`config.mk`:
```
export PLATFORM = sky130hd
export DESIGN_NAME = tagpair_store_unit
export DESIGN_NICKNAME = d
export VERILOG_FILES = /design/src/rtl/tps_pkg.sv /design/src/rtl/tps_decode.sv /design/src/rtl/tps_agen.sv /design/src/rtl/tps_pack.sv /design/src/rtl/tagpair_store_unit.sv
export SDC_FILE = /design/constraint.sdc
export NUM_CORES = 1
export LEC_CHECK = 0
export BUFFER_PORTS_ARGS = -buffer_cell sky130_fd_sc_hd__buf_2
export CAP_MARGIN = 15
export CORE_AREA = 2 2 253 255
export CTS_CLUSTER_DIAMETER = 30
export DETAILED_ROUTE_END_ITERATION = 16
export DIE_AREA = 0 0 255 257
export PLACE_DENSITY = 0.48
export SKIP_LAST_GASP = 1
export SLEW_MARGIN = 20
export SYNTH_ARGS = -nofsm -noshare
export SYNTH_HDL_FRONTEND = slang
export SYNTH_SLANG_ARGS = --single-unit
```
`constraint.sdc`:
```
create_clock -name clk -period 4.9 [get_ports clk]
set_input_delay 0.49 -clock clk [delete_from_list [all_inputs] [get_ports clk]]
set_output_delay 0.49 -clock clk [all_outputs]
set_load 0.1 [all_outputs]
```
`src/rtl/tps_pkg.sv`:
```
package tps_pkg;

    localparam int INSTR_W = 32;
    localparam int RIDX_W  = 5;
    localparam int OFS_W   = 7;

    typedef enum logic [1:0] {
        AM_NONE = 2'b00,
        AM_POST = 2'b01,
        AM_OFF  = 2'b10,
        AM_PRE  = 2'b11
    } amode_e;

    typedef struct packed {
        logic              hit;
        amode_e            mode;
        logic [OFS_W-1:0]  ofs;
        logic [RIDX_W-1:0] r_second;
        logic [RIDX_W-1:0] r_base;
        logic [RIDX_W-1:0] r_first;
    } dec_s;

    typedef enum logic [2:0] {
        ST_IDLE,
        ST_EXEC,
        ST_DATA,
        ST_TAG,
        ST_WB,
        ST_DONE
    } state_e;

    function automatic logic writes_back(input amode_e m);
        return (m == AM_PRE) || (m == AM_POST);
    endfunction

endpackage

```
`src/rtl/tps_decode.sv`:
```
module tps_decode
    import tps_pkg::*;
(
    input  logic [INSTR_W-1:0] word,
    output dec_s               dec
);
    logic fixed_ok;

    always_comb begin
        fixed_ok = (word[31:30] == 2'b01) && (word[29:27] == 3'b101) &&
                   !word[26] && !word[25] && !word[22];
        dec.mode     = amode_e'(word[24:23]);
        dec.hit      = fixed_ok && (word[24:23] != 2'b00);
        dec.ofs      = word[21:15];
        dec.r_second = word[14:10];
        dec.r_base   = word[9:5];
        dec.r_first  = word[4:0];
    end
endmodule

```
`src/rtl/tps_agen.sv`:
```
module tps_agen
    import tps_pkg::*;
#(
    parameter int XLEN      = 64,
    parameter int GRAN_LOG2 = 4,
    parameter int IMM_W     = 7
) (
    input  logic [XLEN-1:0]  base,
    input  logic [IMM_W-1:0] ofs,
    input  amode_e           mode,
    output logic [XLEN-1:0]  acc_addr,
    output logic [XLEN-1:0]  next_base,
    output logic             misaligned
);
    localparam int EXT_W = XLEN - IMM_W - GRAN_LOG2;

    logic [XLEN-1:0] scaled;
    logic [XLEN-1:0] sum;

    always_comb begin
        scaled     = {{EXT_W{ofs[IMM_W-1]}}, ofs, {GRAN_LOG2{1'b0}}};
        sum        = base + scaled;
        acc_addr   = (mode == AM_POST) ? base : sum;
        next_base  = sum;
        misaligned = |acc_addr[GRAN_LOG2-1:0];
    end
endmodule

```
`src/rtl/tps_pack.sv`:
```
module tps_pack #(
    parameter int XLEN = 64
) (
    input  logic [XLEN-1:0]   first_val,
    input  logic [XLEN-1:0]   second_val,
    input  logic              big_endian,
    output logic [2*XLEN-1:0] word
);
    always_comb begin
        if (big_endian) word = {first_val, second_val};
        else            word = {second_val, first_val};
    end
endmodule

```
`src/rtl/tagpair_store_unit.sv`:
```
module tagpair_store_unit
    import tps_pkg::*;
#(
    parameter int XLEN      = 64,
    parameter int GRAN_LOG2 = 4,
    parameter int TAG_W     = 4,
    parameter int TAG_LSB   = 56,
    localparam int DATA_W   = 2 * XLEN,
    localparam int GRAN_W   = XLEN - GRAN_LOG2
) (
    input  logic               clk,
    input  logic               rst,
    input  logic               start,
    input  logic [31:0]        instr,
    input  logic               feat_en,
    input  logic               big_endian,
    output logic [4:0]         rf_ra_t,
    output logic [4:0]         rf_ra_t2,
    output logic [4:0]         rf_ra_n,
    input  logic [XLEN-1:0]    rf_rd_t,
    input  logic [XLEN-1:0]    rf_rd_t2,
    input  logic [XLEN-1:0]    rf_rd_n,
    input  logic [XLEN-1:0]    sp_in,
    output logic               dw_valid,
    input  logic               dw_ready,
    output logic [XLEN-1:0]    dw_addr,
    output logic [DATA_W-1:0]  dw_data,
    output logic               tw_valid,
    input  logic               tw_ready,
    output logic [GRAN_W-1:0]  tw_gran,
    output logic [TAG_W-1:0]   tw_tag,
    output logic               wb_valid,
    output logic               wb_to_sp,
    output logic [4:0]         wb_idx,
    output logic [XLEN-1:0]    wb_value,
    output logic               busy,
    output logic               done,
    output logic               fault_align,
    output logic               undef
);
    localparam logic [RIDX_W-1:0] ZR_IDX = '1;

    state_e              state_q;
    logic [INSTR_W-1:0]  ir_q;
    logic                fe_q;
    logic                be_q;
    logic [XLEN-1:0]     acc_q;
    logic [XLEN-1:0]     wbv_q;
    logic [DATA_W-1:0]   data_q;
    logic                fault_q;
    logic                undef_q;

    dec_s                dec;
    logic [XLEN-1:0]     first_val;
    logic [XLEN-1:0]     second_val;
    logic [XLEN-1:0]     base_val;
    logic                base_is_sp;
    logic                sp_bad;
    logic [XLEN-1:0]     acc_addr;
    logic [XLEN-1:0]     next_base;
    logic                misaligned;
    logic [DATA_W-1:0]   packed_word;

    tps_decode u_dec (
        .word (ir_q),
        .dec  (dec)
    );

    always_comb begin
        rf_ra_t    = dec.r_first;
        rf_ra_t2   = dec.r_second;
        rf_ra_n    = dec.r_base;
        first_val  = (dec.r_first  == ZR_IDX) ? '0 : rf_rd_t;
        second_val = (dec.r_second == ZR_IDX) ? '0 : rf_rd_t2;
        base_is_sp = (dec.r_base == ZR_IDX);
        base_val   = base_is_sp ? sp_in : rf_rd_n;
        sp_bad     = base_is_sp && (|sp_in[GRAN_LOG2-1:0]);
    end

    tps_agen #(
        .XLEN      (XLEN),
        .GRAN_LOG2 (GRAN_LOG2),
        .IMM_W     (OFS_W)
    ) u_agen (
        .base       (base_val),
        .ofs        (dec.ofs),
        .mode       (dec.mode),
        .acc_addr   (acc_addr),
        .next_base  (next_base),
        .misaligned (misaligned)
    );

    tps_pack #(
        .XLEN (XLEN)
    ) u_pack (
        .first_val  (first_val),
        .second_val (second_val),
        .big_endian (be_q),
        .word       (packed_word)
    );

    always_ff @(posedge clk) begin
        if (rst) begin
            state_q <= ST_IDLE;
            ir_q    <= '0;
            fe_q    <= 1'b0;
            be_q    <= 1'b0;
            acc_q   <= '0;
            wbv_q   <= '0;
            data_q  <= '0;
            fault_q <= 1'b0;
            undef_q <= 1'b0;
        end else begin
            case (state_q)
                ST_IDLE: begin
                    if (start) begin
                        ir_q    <= instr;
                        fe_q    <= feat_en;
                        be_q    <= big_endian;
                        fault_q <= 1'b0;
                        undef_q <= 1'b0;
                        state_q <= ST_EXEC;
                    end
                end
                ST_EXEC: begin
                    if (!dec.hit) begin
                        state_q <= ST_DONE;
                    end else if (!fe_q) begin
                        undef_q <= 1'b1;
                        state_q <= ST_DONE;
                    end else if (misaligned || sp_bad) begin
                        fault_q <= 1'b1;
                        state_q <= ST_DONE;
                    end else begin
                        acc_q   <= acc_addr;
                        wbv_q   <= next_base;
                        data_q  <= packed_word;
                        state_q <= ST_DATA;
                    end
                end
                ST_DATA: begin
                    if (dw_ready) state_q <= ST_TAG;
                end
                ST_TAG: begin
                    if (tw_ready) state_q <= writes_back(dec.mode) ? ST_WB : ST_DONE;
                end
                ST_WB:   state_q <= ST_DONE;
                default: state_q <= ST_IDLE;
            endcase
        end
    end

    always_comb begin
        dw_valid    = (state_q == ST_DATA);
        dw_addr     = acc_q;
        dw_data     = data_q;
        tw_valid    = (state_q == ST_TAG);
        tw_gran     = acc_q[XLEN-1:GRAN_LOG2];
        tw_tag      = acc_q[TAG_LSB+TAG_W-1:TAG_LSB];
        wb_valid    = (state_q == ST_WB);
        wb_to_sp    = base_is_sp;
        wb_idx      = dec.r_base;
        wb_value    = wbv_q;
        busy        = (state_q != ST_IDLE);
        done        = (state_q == ST_DONE);
        fault_align = done && fault_q;
        undef       = done && undef_q;
    end
endmodule

```
## Word level (Yosys, flattened, before mapping)

Cells that the tools add are included.

- Flip-flop bits (word level): 295
- Input bits: 295
- Output and inout bits: 348

- Add/subtract/negate cells: 1
- Eq/ne operators: 19
- Muxes and demuxes: 21
- Bitwise logic cells: 1
- Reduce and logical (&&, ||, !) cells: 24

Operator list:

| kind | number |
|---|---|
| 2-to-1 mux 64 bit | 4 |
| 2-to-1 mux 128 bit | 1 |
| adder 64 bit | 1 |
| 2-to-1 mux 3 bit | 6 |
| equality test 5 bit, second input constant | 3 |
| one-hot mux 3 bit (5 select lines) | 1 |
| inequality test 2 bit, second input constant | 5 |
| equality test 3 bit, second input constant | 3 |
| logical AND 1 bit | 8 |
| AND reduction 4 bit | 2 |
| OR reduction 4 bit | 2 |
| 2-to-1 mux 1 bit | 7 |
| equality test 3 x 2 -> 1 bit, second input constant | 2 |
| AND reduction 5 bit | 1 |
| equality test 2 x 1 -> 1 bit, second input constant | 2 |
| inequality test 2 x 1 -> 1 bit, second input constant | 2 |
| one-hot mux 1 bit (2 select lines) | 2 |
| nonzero test 2 bit | 2 |
| equality test 3 x 1 -> 1 bit, second input constant | 1 |
| zero test 1 bit | 3 |
| zero test 3 bit | 1 |
| AND reduction 3 bit | 1 |
| nonzero test 3 bit | 1 |
| equality test 2 bit, second input constant | 1 |
| 3 further kinds | 4 |

## Longest topological paths before layout

- Depth after elaboration: 10
- Depth in mapped cells: 19
- Depth with buffers taken out: 16

## Cells and area by module

From an unflattened synthesis, not the netlist that was laid out.

- Cells, all modules: 2770
- Area, all modules: 20831.2 µm²

By module, submodules not included:

| module | times used | cells an instance | area each (µm²) | seq. area each (µm²) |
|---|---|---|---|---|
| tagpair_store_unit | 1 | 1901 | 14488.9 | 5905.7 |
| tps_agen | 1 | 700 | 4508.1 | 0.0 |
| tps_pack | 1 | 142 | 1619.1 | 0.0 |
| tps_decode | 1 | 27 | 215.2 | 0.0 |

## Worst setup path before layout

No wires, ideal clock.

- Path type: register -> register
- Start: register ir_q[7]
- End: register wbv_q[56] (netlist: wb_value[56])
- Library setup time: 122 ps
- Data arrival time: 4471 ps
- Required time: 4778 ps
- Slack: 307 ps
- Stages on the path, launching flop included: 19
- Cell sequence: dfxtp_1 > and3_1 > nand3_1 > inv_1 > clkbuf_1 > clkbuf_1 > nand2_1 > nand2_1 > ha_1 > clkbuf_1 > a21oi_1 > inv_1 > nor2_1 > o211ai_1 > nor3_1 > o31ai_2 > a221o_2 > nor4b_1 > a311o_1

- Longest elaborated chain between the ends: 8

RTL lines:

| what | RTL line | text |
|---|---|---|
| from (decl) | tagpair_store_unit.sv:44 | `logic [INSTR_W-1:0] ir_q;` |
| from (signal assigned) | tagpair_store_unit.sv:117 | `ir_q <= instr;` |
| equality test 5 bit (*) | tagpair_store_unit.sv:75 | `base_is_sp = (dec.r_base == ZR_IDX);` |
| named net wb_to_sp | tagpair_store_unit.sv:33 | `output logic wb_to_sp,` |
| 2-to-1 mux 64 bit | tagpair_store_unit.sv:76 | `base_val = base_is_sp ? sp_in : rf_rd_n;` |
| adder 64 bit | tps_agen.sv:22 | `sum = base + scaled;` |
| 2-to-1 mux 64 bit | tps_agen.sv:23 | `acc_addr = (mode == AM_POST) ? base : sum;` |
| OR reduction 4 bit | tps_agen.sv:25 | `misaligned = \|acc_addr[GRAN_LOG2-1:0];` |
| logical OR 1 bit | tagpair_store_unit.sv:131 | `end else if (misaligned \|\| sp_bad) begin` |
| NOT 1 bit (no source line) | n/a |  |
| AND reduction 4 bit (no source line) | n/a |  |
| to (signal assigned) | tagpair_store_unit.sv:136 | `wbv_q <= next_base;` |
| to (decl) | tagpair_store_unit.sv:48 | `logic [XLEN-1:0] wbv_q;` |

Mark *: on every way through the listed nets, which the timed path passes. The rest lies on a longest branch.
A chain may end at the register's enable or synchronous reset.

## Worst setup path in the final report

- Start: register ir_q[5]
- End: register acc_q[61] (netlist: dw_addr[61])

- Longest elaborated chain between the ends: 8

RTL lines:

| what | RTL line | text |
|---|---|---|
| equality test 5 bit (*) | tagpair_store_unit.sv:75 |  |
| 2-to-1 mux 64 bit | tagpair_store_unit.sv:76 |  |
| adder 64 bit | tps_agen.sv:22 |  |
| 2-to-1 mux 64 bit | tps_agen.sv:23 |  |
| OR reduction 4 bit | tps_agen.sv:25 |  |
| logical OR 1 bit | tagpair_store_unit.sv:131 |  |
| NOT 1 bit (no source line) | n/a |  |
| AND reduction 4 bit (no source line) | n/a |  |
| to (signal assigned) | tagpair_store_unit.sv:135 | `acc_q <= acc_addr;` |
| to (decl) | tagpair_store_unit.sv:47 | `logic [XLEN-1:0] acc_q;` |

Every way passes the cells marked *; elsewhere a longest branch is shown, timed or not.

==> results.py <==
metrics = {
    "drt": {
        "avgRoutedWirePerCell_um": 20.11,
        "drt_iter0_drc": 1259,
        "drt_pass1_iterations": 6,
        "vias": 20220,
        "routed_wl_mm": 79.48,
        "viasPerCell": 5.115,
        "drc": 0,
        "ant_nets": 0,
    },
    "setup_path": {
        "r2r_start": "ir_q[5]",
        "reg2regPathDepth": 16,
        "crit_arrival_ns": 4.64,
        "worstPathRequired_ns": 5.35,
        "endpoint_kind": "flop",
        "cp_max_fo": 59,
        "path_class": "flop to flop",
        "reg2reg_setup_slack_ns": 0.71,
        "worstSetupStartpointType": "flop",
        "r2r-end": "dw_addr[61]",
    },
    "layout": {
        "fin_cells": 3953,
        "syn2layout_area_growth_pct": 34.11,
        "layout_commonest_cell": "buf_2",
        "mostFrequentLayoutCells": "buf_2 (641), nand2_1 (591), nor2_1 (353)",
        "fillers": 6671,
        "nets": 3384,
        "drive_gt1_share_pct": 27.19,
    },
    "sta": {
        "worst_slew_pin_slew_ns": 1.104,
        "final-max-slew-violation-count": 0,
        "setup_violations": 0,
        "fin_worst_skew_ns": 0.03266,
        "rsz0062_at_grt": "no",
        "setup_ws_ns": 0.7109,
        "final.min_clock_period_ns": 4.189,
        "tns_ns": 0,
        "period_share_pct": 85.49,
        "hold_viol": 0,
        "timing.fmax_ghz": 0.2387,
        "maxSlewHeadroom_pct": 26.39,
    },
    "hold_path": {
        "hold_class": "input port to flop",
        "min_to": "ir_q[14]",
        "worstHoldPathCells": 3,
        "hp-start": "instr[14]",
    },
    "floorplanning": {
        "die-area_um2": 65540,
        "core_um2": 62740,
        "num_io_pins": 643,
        "dieWidth_um": 255,
        "start_util_pct": 28.67,
        "die_y_um": 257,
        "rows": 92,
    },
    "yosys": {
        "ys_warn_count": 0,
        "synth-main-ff-cell": "dfxtp_1",
        "avgSynthCellArea_um2": 7.030,
        "ys_seq_area_share_pct": 32.39,
        "netlist_area_um2": 17980,
        "ys_types": 82,
        "synth_edf_count": 0,
        "synthArstFlopShare_pct": 0,
        "synthCells": 2558,
        "ys_seq_elements": 291,
        "syn_nets": 2919,
    },
    "place": {
        "dp_cells": 3780,
        "routabilityCongestion": 0.9453,
        "dp.final_hpwl_mm": 59.37,
        "post-place-ws_ns": 0.7162,
        "numPortBuffers": 642,
    },
    "clock_tree": {
        "numCtsBuffers": 87,
        "clockBufferDepth": 3,
        "clock_latency_ns": 0.60,
        "postCtsHoldBufs": 0,
        "cts_resized": 0,
        "cts_sinks": 291,
        "clk_pin_slew_worst_paths_ns": 0.04,
        "htreeDepth": 3,
        "cts_tree": "done",
        "cts_root_buf": "clkbuf_16",
        "postCtsSetupRepairBufs": 0,
    },
    "pwr": {
        "vdd_ir_drop_max_mv": 0.2468,
        "power.density_nw_per_um2": 380.8,
        "p_leak_nw": 11.38,
    },
    "global_route": {
        "antenna_found_initial": 19,
        "overflow": 0,
        "grt_usage_pct": 23.22,
        "grt_max_degree": 142,
        "grt_pass1_wl_mm": 117.9,
        "grt_pass1_vias": 19280,
    },
    "job": {
        "maxCapViolCount": 0,
    },
    "status": {
        "status": "complete, no violations",
    },
}
==> logic make-up after synthesis <==
group                    Yosys count  synth area share [%]
flip-flops                       291                 32.39
adder cells (fa/ha/maj)           66                 4.634
multiplexers                      20                 1.120
XOR/XNOR                          51                 2.484
AND/OR/NAND/NOR                 1245                 29.15
AO/OA/AOI/OAI                    571                 21.58
buffers and inverters            314                 8.634
==> cells in the mapped netlist, types with 3 or more instances <==
cell type | number | area [µm²]
a211oi_1 | 36 | 270.3
a21boi_0 | 3 | 22.52
a21o_1 | 24 | 180.2
a21oi_1 | 208 | 1041
a311oi_1 | 130 | 1139
a31oi_1 | 18 | 112.6
and2_1 | 10 | 62.56
and3_1 | 17 | 106.4
and4_1 | 5 | 43.79
buf_1 | 6 | 22.52
buf_2 | 23 | 115.1
buf_4 | 90 | 675.7
clkbuf_1 | 170 | 638.1
dfxtp_1 | 291 | 5826
ha_1 | 65 | 813.3
inv_1 | 23 | 86.33
mux2i_1 | 19 | 190.2
nand2_1 | 592 | 2222
nand2b_1 | 9 | 56.30
nand3_1 | 31 | 155.2
nand4_1 | 19 | 118.9
nor2_1 | 354 | 1329
nor2b_1 | 9 | 56.30
nor3_1 | 161 | 805.8
nor4_1 | 9 | 56.30
o211a_1 | 3 | 30.03
o211ai_1 | 7 | 52.55
o21a_1 | 11 | 82.58
o21ai_0 | 57 | 285.3
o21ai_1 | 6 | 30.03
o21bai_1 | 13 | 97.59
o221ai_1 | 4 | 35.03
o22ai_1 | 11 | 68.82
o31ai_1 | 5 | 37.54
or2_2 | 3 | 18.77
or3_1 | 12 | 75.07
xnor2_1 | 29 | 254.0
xor2_1 | 22 | 192.7
==> through the flow <==
step | util (%) | power [mW] | instance area (µm²) | hold WS (ns)
2_1_floorplan | - | 3.300 | 17980 | 0.4312
3_3_place_gp | 33.72 | 3.677 | 21150 | 0.4383
3_5_place_dp | 33.72 | 3.682 | 21150 | 0.4462
4_1_cts | 38.38 | 9.270 | 24080 | 0.09453
5_1_grt | 38.44 | 9.547 | 24110 | 0.1144
6_report | 38.44 | 9.184 | 24120 | 0.1303
==> area by class of cell <==
cell class	instances	area, µm²	area share (%)
clock buffers	130	2580	10.70
multi-input cells	1953	10680	44.26
clock inverters	29	346.6	1.437
flip-flops and latches	291	5831	24.18
repair buffers	666	3502	14.52
diodes	14	35.03	0.1453
inverters	24	90.09	0.3735
well taps	846	1059	4.389
==> routing by layer <==
metal	GRT usage, %	vias up	share of wire, %
met5	0	-	0.098
met4	9.243	12	3.2
met3	5.786	139	6.8
met2	40.41	736	49
met1	27.07	9528	41
li1	-	9805	-
==> power by group <==
| part | total [mW] | internal [mW] | switching [mW] |
|---|---|---|---|
| clock network | 5.53 | 3.90 | 1.63 |
| logic | 1.22 | 0.401 | 0.815 |
| registers | 2.43 | 2.40 | 0.0335 |
==> flip-flops by register name, summed over array words and instances (netlist names) <==
signal	count
wb_value	60
undef_q	1
fe_q	1
ir_q	32
state_q	3
fault_q	1
be_q	1
dw_data	128
dw_addr	64
==> critical path, stage by stage (launching register included) <==
cell and delay [ns]:
dfxtp_1 0.37, and3_1 0.21, nand3_4 0.16, inv_2 0.12, buf_12 0.26, nand2_1 0.10, nand2_1 0.15, ha_1 0.26
a21o_1 0.20, and4_1 0.23, o211ai_1 0.20, nand3_1 0.22, a31oi_1 0.54, o22ai_1 0.31, mux2_1 0.40, o31ai_1 0.20
a21oi_1 0.09
==> worst max-delay path by stage <==
stage / startpoint / endpoint / slack (ns) / depth (start not counted)
detailed placement: ir_q[5] / dw_addr[61] / 0.72 / 16
global placement: ir_q[7] / dw_addr[61] / 0.77 / 16
global route: ir_q[7] / dw_addr[61] / 0.39 / 16
floorplan: ir_q[7] / wb_value[56] / 0.31 / 18
CTS: ir_q[5] / dw_addr[61] / 0.68 / 16
finish: ir_q[5] / dw_addr[61] / 0.71 / 16
No activity file was read; power rests on OpenSTA's default activity.
